## src/rtl/vmask_pkg.sv

```systemverilog
// Package: default sizes shared by the mask and writeback blocks.
// Assumes nothing; holds constants only.
package vmask_pkg;
    localparam int VM_MVL = 8;   // default maximum vector length
    localparam int VM_DW  = 16;  // default element word width
endpackage

```

## src/rtl/vmask_cmp.sv

```systemverilog
// Module: vmask_cmp
// Decodes one compare beat into a per-bit update strobe and the value
// to store. Assumes the caller applies clear priority downstream.
module vmask_cmp #(
    parameter int MVL = 8,
    parameter int DW  = 16,
    localparam int IW = $clog2(MVL),
    localparam int LW = IW + 1
) (
    input  logic           cmp_valid,
    input  logic [IW-1:0]  cmp_idx,
    input  logic [DW-1:0]  cmp_data,
    input  logic [DW-1:0]  scalar,
    input  logic [LW-1:0]  vlen,
    output logic [MVL-1:0] upd_en,
    output logic           upd_val
);
    logic in_range;

    // Accept the beat only below the current vector length.
    always_comb begin
        in_range = cmp_valid && ({1'b0, cmp_idx} < vlen);
        upd_val  = (cmp_data != scalar);
    end

    // One strobe per element position.
    for (genvar g = 0; g < MVL; g++) begin : g_dec
        assign upd_en[g] = in_range && (cmp_idx == IW'(g));
    end

    // at most one mask bit is addressed by a compare beat.
    always_comb begin
        p_single_strobe_r2: assert ($onehot0(upd_en));
    end
endmodule

```

## src/rtl/vmask_store.sv

```systemverilog
// Module: vmask_store
// Holds the MVL-bit mask. Clear has priority over a compare update.
// Assumes upd_en is one-hot or zero.
module vmask_store #(
    parameter int MVL = 8
) (
    input  logic           clk,
    input  logic           rst_n,
    input  logic           clr,
    input  logic [MVL-1:0] upd_en,
    input  logic           upd_val,
    output logic [MVL-1:0] mask_q
);
    for (genvar g = 0; g < MVL; g++) begin : g_bit
        // Per-bit register: reset and clear to 1, else take the compare result.
        always_ff @(posedge clk) begin
            if (!rst_n)         mask_q[g] <= 1'b1;
            else if (clr)       mask_q[g] <= 1'b1;
            else if (upd_en[g]) mask_q[g] <= upd_val;
        end
    end

    // reset leaves the mask all ones.
    p_reset_ones_r1: assert property (@(posedge clk) !rst_n |=> (&mask_q));

    // a clear leaves the mask all ones on the next cycle.
    p_clear_ones_r4: assert property (@(posedge clk) disable iff (!rst_n)
        clr |=> (&mask_q));

    // with no clear and no strobe, the mask holds.
    p_hold_r3: assert property (@(posedge clk) disable iff (!rst_n)
        (!clr && upd_en == '0) |=> $stable(mask_q));
endmodule

```

## src/rtl/vmask_wbgate.sv

```systemverilog
// Module: vmask_wbgate
// Registers one element per cycle onto the write port. The write enable
// is gated by the mask bit sampled before the edge. Every element gets a slot.
module vmask_wbgate #(
    parameter int MVL = 8,
    parameter int DW  = 16,
    localparam int IW = $clog2(MVL)
) (
    input  logic           clk,
    input  logic           rst_n,
    input  logic           elem_valid,
    input  logic [IW-1:0]  elem_idx,
    input  logic [DW-1:0]  elem_data,
    input  logic           mask_en,
    input  logic [MVL-1:0] mask_q,
    output logic           wr_en,
    output logic           wr_slot,
    output logic [IW-1:0]  wr_idx,
    output logic [DW-1:0]  wr_data
);
    logic allow;

    // Write decision from the current (old) mask bit.
    always_comb allow = !mask_en || mask_q[elem_idx];

    // Writeback register stage.
    always_ff @(posedge clk) begin
        if (!rst_n) begin
            wr_en   <= 1'b0;
            wr_slot <= 1'b0;
            wr_idx  <= '0;
            wr_data <= '0;
        end else begin
            wr_en   <= elem_valid && allow;
            wr_slot <= elem_valid;
            wr_idx  <= elem_idx;
            wr_data <= elem_data;
        end
    end

    // a masked-off element is never written.
    p_masked_drop_r6: assert property (@(posedge clk) disable iff (!rst_n)
        (elem_valid && mask_en && !mask_q[elem_idx]) |=> !wr_en);

    // with masking off, an element is always written.
    p_unmasked_write_r7: assert property (@(posedge clk) disable iff (!rst_n)
        (elem_valid && !mask_en) |=> wr_en);

    // every element takes a slot.
    p_slot_taken_r8: assert property (@(posedge clk) disable iff (!rst_n)
        elem_valid |=> wr_slot);

    // a write only ever happens inside a slot.
    p_write_in_slot_r8: assert property (@(posedge clk) disable iff (!rst_n)
        wr_en |-> wr_slot);

    // a written element carries its own index and data.
    p_payload_r5: assert property (@(posedge clk) disable iff (!rst_n)
        (elem_valid && allow) |=> (wr_idx == $past(elem_idx) && wr_data == $past(elem_data)));
endmodule

```

## src/rtl/vmask_wb.sv

```systemverilog
// Module: vmask_wb (top)
// Vector mask with not-equal compare fill, clear-to-ones, and gated
// element-serial writeback. Assumes one compare beat and one element per cycle at most.
module vmask_wb
    import vmask_pkg::*;
#(
    parameter int MVL = VM_MVL,
    parameter int DW  = VM_DW,
    localparam int IW = $clog2(MVL),
    localparam int LW = IW + 1
) (
    input  logic           clk,
    input  logic           rst_n,
    input  logic [LW-1:0]  vlen,
    input  logic [DW-1:0]  scalar,
    input  logic           clr_mask,
    input  logic           cmp_valid,
    input  logic [IW-1:0]  cmp_idx,
    input  logic [DW-1:0]  cmp_data,
    input  logic           mask_en,
    input  logic           elem_valid,
    input  logic [IW-1:0]  elem_idx,
    input  logic [DW-1:0]  elem_data,
    output logic           wr_en,
    output logic           wr_slot,
    output logic [IW-1:0]  wr_idx,
    output logic [DW-1:0]  wr_data,
    output logic [MVL-1:0] mask_bits
);
    logic [MVL-1:0] upd_en;
    logic           upd_val;

    vmask_cmp #(.MVL(MVL), .DW(DW)) u_cmp (
        .cmp_valid (cmp_valid),
        .cmp_idx   (cmp_idx),
        .cmp_data  (cmp_data),
        .scalar    (scalar),
        .vlen      (vlen),
        .upd_en    (upd_en),
        .upd_val   (upd_val)
    );

    vmask_store #(.MVL(MVL)) u_store (
        .clk     (clk),
        .rst_n   (rst_n),
        .clr     (clr_mask),
        .upd_en  (upd_en),
        .upd_val (upd_val),
        .mask_q  (mask_bits)
    );

    vmask_wbgate #(.MVL(MVL), .DW(DW)) u_gate (
        .clk        (clk),
        .rst_n      (rst_n),
        .elem_valid (elem_valid),
        .elem_idx   (elem_idx),
        .elem_data  (elem_data),
        .mask_en    (mask_en),
        .mask_q     (mask_bits),
        .wr_en      (wr_en),
        .wr_slot    (wr_slot),
        .wr_idx     (wr_idx),
        .wr_data    (wr_data)
    );

    // an out-of-range compare without clear leaves the mask untouched.
    p_oob_keep_r3: assert property (@(posedge clk) disable iff (!rst_n)
        (cmp_valid && ({1'b0, cmp_idx} >= vlen) && !clr_mask) |=> $stable(mask_bits));

    // an in-range compare stores the not-equal result at its index.
    p_cmp_store_r2: assert property (@(posedge clk) disable iff (!rst_n)
        (cmp_valid && ({1'b0, cmp_idx} < vlen) && !clr_mask)
        |=> (mask_bits[$past(cmp_idx)] == $past(cmp_data != scalar)));
endmodule

```

## config.mk

```make
export PLATFORM = sky130hd
export DESIGN_NAME = vmask_wb
export DESIGN_NICKNAME = d
export VERILOG_FILES = /design/src/rtl/vmask_pkg.sv /design/src/rtl/vmask_cmp.sv /design/src/rtl/vmask_store.sv /design/src/rtl/vmask_wbgate.sv /design/src/rtl/vmask_wb.sv
export SDC_FILE = /design/constraint.sdc
export NUM_CORES = 1
export LEC_CHECK = 0
export CAP_MARGIN = 30
export CORE_UTILIZATION = 36
export DETAILED_ROUTE_END_ITERATION = 8
export GPL_TIMING_DRIVEN = 0
export PLACE_DENSITY = 0.84
export SYNTH_ARGS = -nofsm -noshare
export SYNTH_HDL_FRONTEND = slang
export SYNTH_SLANG_ARGS = --single-unit
```

## constraint.sdc

```tcl
create_clock -name clk -period 2.8 [get_ports clk]
set_input_delay 0.56 -clock clk [delete_from_list [all_inputs] [get_ports clk]]
set_output_delay 0.56 -clock clk [all_outputs]
set_load 0.01 [all_outputs]
```

* Word-level counts from Yosys, hierarchy flattened
Index checks and enable logic that the tools add are counted.
** Operators by class
- Order comparisons :: 2
- Equal/unequal tests :: 8
- Muxes and demuxes :: 2
- Bitwise operators :: 1
- Reduce and logical (&&, ||, !) cells :: 14
** Operators by type and width (number)
- $ne 16x16->1 :: 1
- $eq 3x3->1 const B :: 4
- $logic_and 1x1->1 :: 10
- $eq 3x2->1 const B :: 2
- $lt 3x4->1 :: 1
- $lt 3x4->1 const B :: 1
- $bmux 1 s3 :: 1
- $eq 3x1->1 const B :: 1
- $logic_not 3->1 :: 1
- $reduce_or 2->1 :: 1
- $logic_not 1->1 :: 1
- $logic_or 1x1->1 :: 1
- $mux 1 :: 1
- $not 1->1 :: 1
** Storage, ports and cells
- Flip-flop bits (word level) :: 29
- Output and inout port bits :: 29
- Word-level logic and storage cells :: 39

* Logic depth before layout (Yosys ltp)
- Depth after elaboration :: 4
- Gate-level depth with buffers :: 7

* Modules after synthesis
Synthesis repeated with hierarchy kept, for this count alone.
** Unflattened totals
- Cells, all modules :: 123
- Area total of the unflattened synthesis :: 1272.5 um^2
** Modules (own cells, without submodules)
- vmask_wbgate :: times used 1, cells an instance 50, area an instance 626.9 um^2, seq. area each 420.4 um^2
- vmask_cmp :: times used 1, cells an instance 46, area an instance 359.1 um^2, seq. area each 0.0 um^2
- vmask_store :: times used 1, cells an instance 27, area an instance 286.5 um^2, seq. area each 160.2 um^2

* Least setup slack after synthesis
No wires, ideal clock.
- Kind :: input -> register
- From :: input vlen[1]
- To :: register u_store.mask_q[2]
- Setup time :: 0.137 ns
- Arrival time :: 1.551 ns
- Path slack :: 1.112 ns
- Stages on the path :: 6
- Cells stage by stage :: inv_1 ha_1 nor2b_1 o21bai_1 a31o_2 o211ai_1
** On the way
- Cells in the longest elaborated chain, start to end :: 3
** RTL lines
- start, declared :: line vmask_wb.sv:14 : input logic [LW-1:0] vlen,
- $lt 3x4->1 :: line vmask_cmp.sv:22 : in_range = cmp_valid && ({1'b0, cmp_idx} < vlen);
- $logic_and 1x1->1 :: line vmask_cmp.sv:22
- $logic_and 1x1->1 :: line vmask_cmp.sv:28 : assign upd_en[g] = in_range && (cmp_idx == IW'(g));
- end signal, assigned by index :: line vmask_store.sv:19 : else if (upd_en[g]) mask_q[g] <= upd_val;
- end, declared :: line vmask_store.sv:12 : output logic [MVL-1:0] mask_q
No other way between the ends.
A chain may end at the register's enable or synchronous reset.

* Final worst setup path
- From :: input cmp_idx[1]
- To :: register u_store.mask_q[2]
** On the way
- Cells in the longest elaborated chain, start to end :: 3
- Elaborated cells on any way between the ends :: 4
- Classes of those cells :: order compare: 1; eq/ne: 1; reduce/logical: 2
** RTL lines
- start, declared :: line vmask_wb.sv:18 : input logic [IW-1:0] cmp_idx,
- $lt 3x4->1 :: line vmask_cmp.sv:22
- $logic_and 1x1->1 :: line vmask_cmp.sv:22
- $logic_and 1x1->1 (*) :: line vmask_cmp.sv:28
Every way passes the cells marked *; elsewhere a longest branch is shown, timed or not.

==> impl_results.md <==
* Number of synthesized register bits at 29
* WL/cell at 12.3 um
* Post-layout nets at 285
* GRT Total Usage at 17.4%
* Clock latency on the worst-skew pair at 320 ps
* Die footprint at 3750 sq um
* DP HPWL at 2.84 mm
* Clk root buf: clkbuf_4
* Number of hold violations in the final report at 0
* Remaining DRCs at 0
* Iter 0 DRT Violations at 15
* Post-synthesis cell type count at 28
* Gp weighted congestion at 0.729
* Max-cap viol count at 0
* DRT Pass-1 Iters at 4
* Syn nets at 186
* Syn Area/Cell at 10.5 sq um
* TritonCTS clock tree: done
* TritonCTS Sinks at 29
* Overflow after GRT at 0
* Crit Path Class: input pin to flop
* Max Slew Vio Count at 0
* Clk slew on worst S/H paths at 80 ps
* Initial Util at 37.6%
* Setup tns final at 0 ps
* # rows at 21
* Maximum clock path buffer count at 2
* F_max at 0.488 GHz
* Lkg Pwr at 0.862 nW
* ANT cells at 0
* Width of the die at 61.3 um
* CTS buffer count at 5
* Boundary Pins at 93
* Initial antenna violation count at 0
* Setup Fix Bufs, Post-CTS at 0
* Slew HR at 70.3%
* Fin Hold WS at 542 ps
* Slew @ Worst Pin at 442 ps
* Worst EP required at 2990 ps
* Largest net degree at the start of global routing at 11
* Worst setup SP type: input pin
* Total power at 0.873 mW
* WL final at 3.27 mm
* Remaining antenna violation count at 0
* RSZ-0062 raised after global routing: no
* Number of global-route vias before repair at 1,140
* First-pass GRT wire length at 4.59 mm
* Post-Syn Area at 1260 sq um
* Post-layout min period at 2050 ps
* Pwr per Cell Area at 381 nW/um^2
* PortBufs at 92
* Area Overhead vs Synth at 81.4%
* CP Max Fanout at 7
* Fraction of layout cells with a size suffix above 1 at 5.91%
* Via count at 1,266
* Post-synthesis cell count at 120
* Seq/Total Area, Yosys at 45.9%
* Critical path capture point type: flop
* Min-delay worst type: flop to flop
* Status: finished clean
* Ys Warns at 0
* Final worst-path cycle share at 73.2%
* Core Box Area at 3360 sq um
* Resized cells post-CTS at 0
* Die height at 61.3 um
* # setup viols final at 0
* Worst EP arrival at 2240 ps
* CTS Hold Bufs at 0
* Worst clock skew at 0.845 ps
* Peak supply drop at 0.160 mV
* Vias per Instance at 4.76
* H-tree levels at 2
==> area by class of cell <==
class | count | area, sq um
tap | 46 | 57.6
sequential | 29 | 581
clock buffer | 6 | 41.3
fill | 269 | 1070
multi-input combinational | 83 | 654
clock inverter | 2 | 10.0
buffer | 4 | 15.0
timing repair buffer | 92 | 921
inverter | 4 | 15.0
==> power breakdown <==
| part | switching (mW) | internal, mW | total [mW] | leakage, nW |
|---|---|---|---|---|
| sequential | 0.00477 | 0.429 | 0.434 | 0.240 |
| combinational | 0.0662 | 0.141 | 0.207 | 0.590 |
| clock | 0.138 | 0.0953 | 0.233 | 0.0320 |
| total | 0.209 | 0.665 | 0.873 | 0.862 |
==> worst paths after layout <==
check                                  startpoint                 to  slack, ps  cells past startpoint
worst min-delay path            u_store.mask_q[0]  u_store.mask_q[0]        540                      2
worst max register to register  u_store.mask_q[6]       u_gate.wr_en       1670                      3
worst max-delay path                   cmp_idx[1]  u_store.mask_q[2]        750                      6
worst min register to register  u_store.mask_q[0]  u_store.mask_q[0]        540                      2
==> cells in the final DEF (no fill, tap or decap), drive strengths merged, types with 2 or more instances in the layout <==
cell | synthesis | routed
a211oi | 4 | 4
a31o | 2 | 2
a41oi | 4 | 4
and2 | 21 | 21
clkbuf | 3 | 9
clkdlybuf4s50 | 0 | 92
clkinv | 0 | 2
dfxtp | 29 | 29
ha | 2 | 2
inv | 4 | 4
mux4 | 2 | 2
nand2b | 3 | 3
nand3 | 4 | 4
nand4 | 4 | 4
nor2 | 2 | 2
nor2b | 4 | 4
o211ai | 4 | 4
xnor2 | 16 | 16
==> critical path, cell delays in order <==
cell and delay (ps):
clkdlybuf4s50_1 580, ha_1 280, nor2b_1 150, o21bai_1 360
a31o_2 230, o211ai_1 90
==> metrics by stage <==
stage                     setup WS [ps]  std cells  utilization (%)  cell area, sq um
after floorplan                    1110        120                -              1260
after global placement              466        258             66.7              2240
after detailed placement            425        258             66.7              2240
after CTS                           778        266             68.2              2290
after global routing                667        266             68.2              2290
final                               749        266             68.2              2290
==> sequential cells by signal, indices dropped and copies added, names as in the netlist <==
signal	count
u_gate.wr_data	16
u_store.mask_q	8
u_gate.wr_slot	1
u_gate.wr_idx	3
u_gate.wr_en	1
==> cell usage after synthesis, drive strengths merged <==
library cell  count  area (sq um)
mux4              2          45.0
nor4              1          21.3
buf               1          3.75
nor2b             4          25.0
o21bai            1          7.51
and2             21           131
dfxtp            29           581
a211oi            4          30.0
xnor2            16           140
nand2b            3          18.8
a41oi             4          35.0
and3b             1          8.76
ha                2          25.0
nand3             4          20.0
a31o              2          17.5
a21boi            1          7.51
o21ba             1          10.0
nand2             1          3.75
mux2i             1          10.0
nand4             4          25.0
nor2              2          7.51
o31ai             1          7.51
o2111a            1          11.3
clkbuf            3          11.3
nand3b            1          7.51
o211ai            4          30.0
o41ai             1          8.76
inv               4          15.0
==> routing by layer <==
layer / global-route usage (%) / share of wire (%) / up-vias
met2: 33.5 / 49 / 87
met1: 15.1 / 35 / 549
met4: 8.77 / 1.9 / 0
met5: 0 / 0 / -
li1: - / - / 625
met3: 7.56 / 14 / 5
==> logic make-up after synthesis <==
| group | count (synthesis) | share of synthesized area [%] |
|---|---|---|
| buffers and inverters | 8 | 2.37 |
| adder cells (fa/ha/maj) | 2 | 1.98 |
| multiplexers | 3 | 4.35 |
| AO/OA/AOI/OAI | 20 | 13.1 |
| XOR/XNOR | 16 | 11.1 |
| AND/OR/NAND/NOR | 42 | 21.3 |
| flip-flops | 29 | 45.9 |
Power figures use the tool's default switching activity.
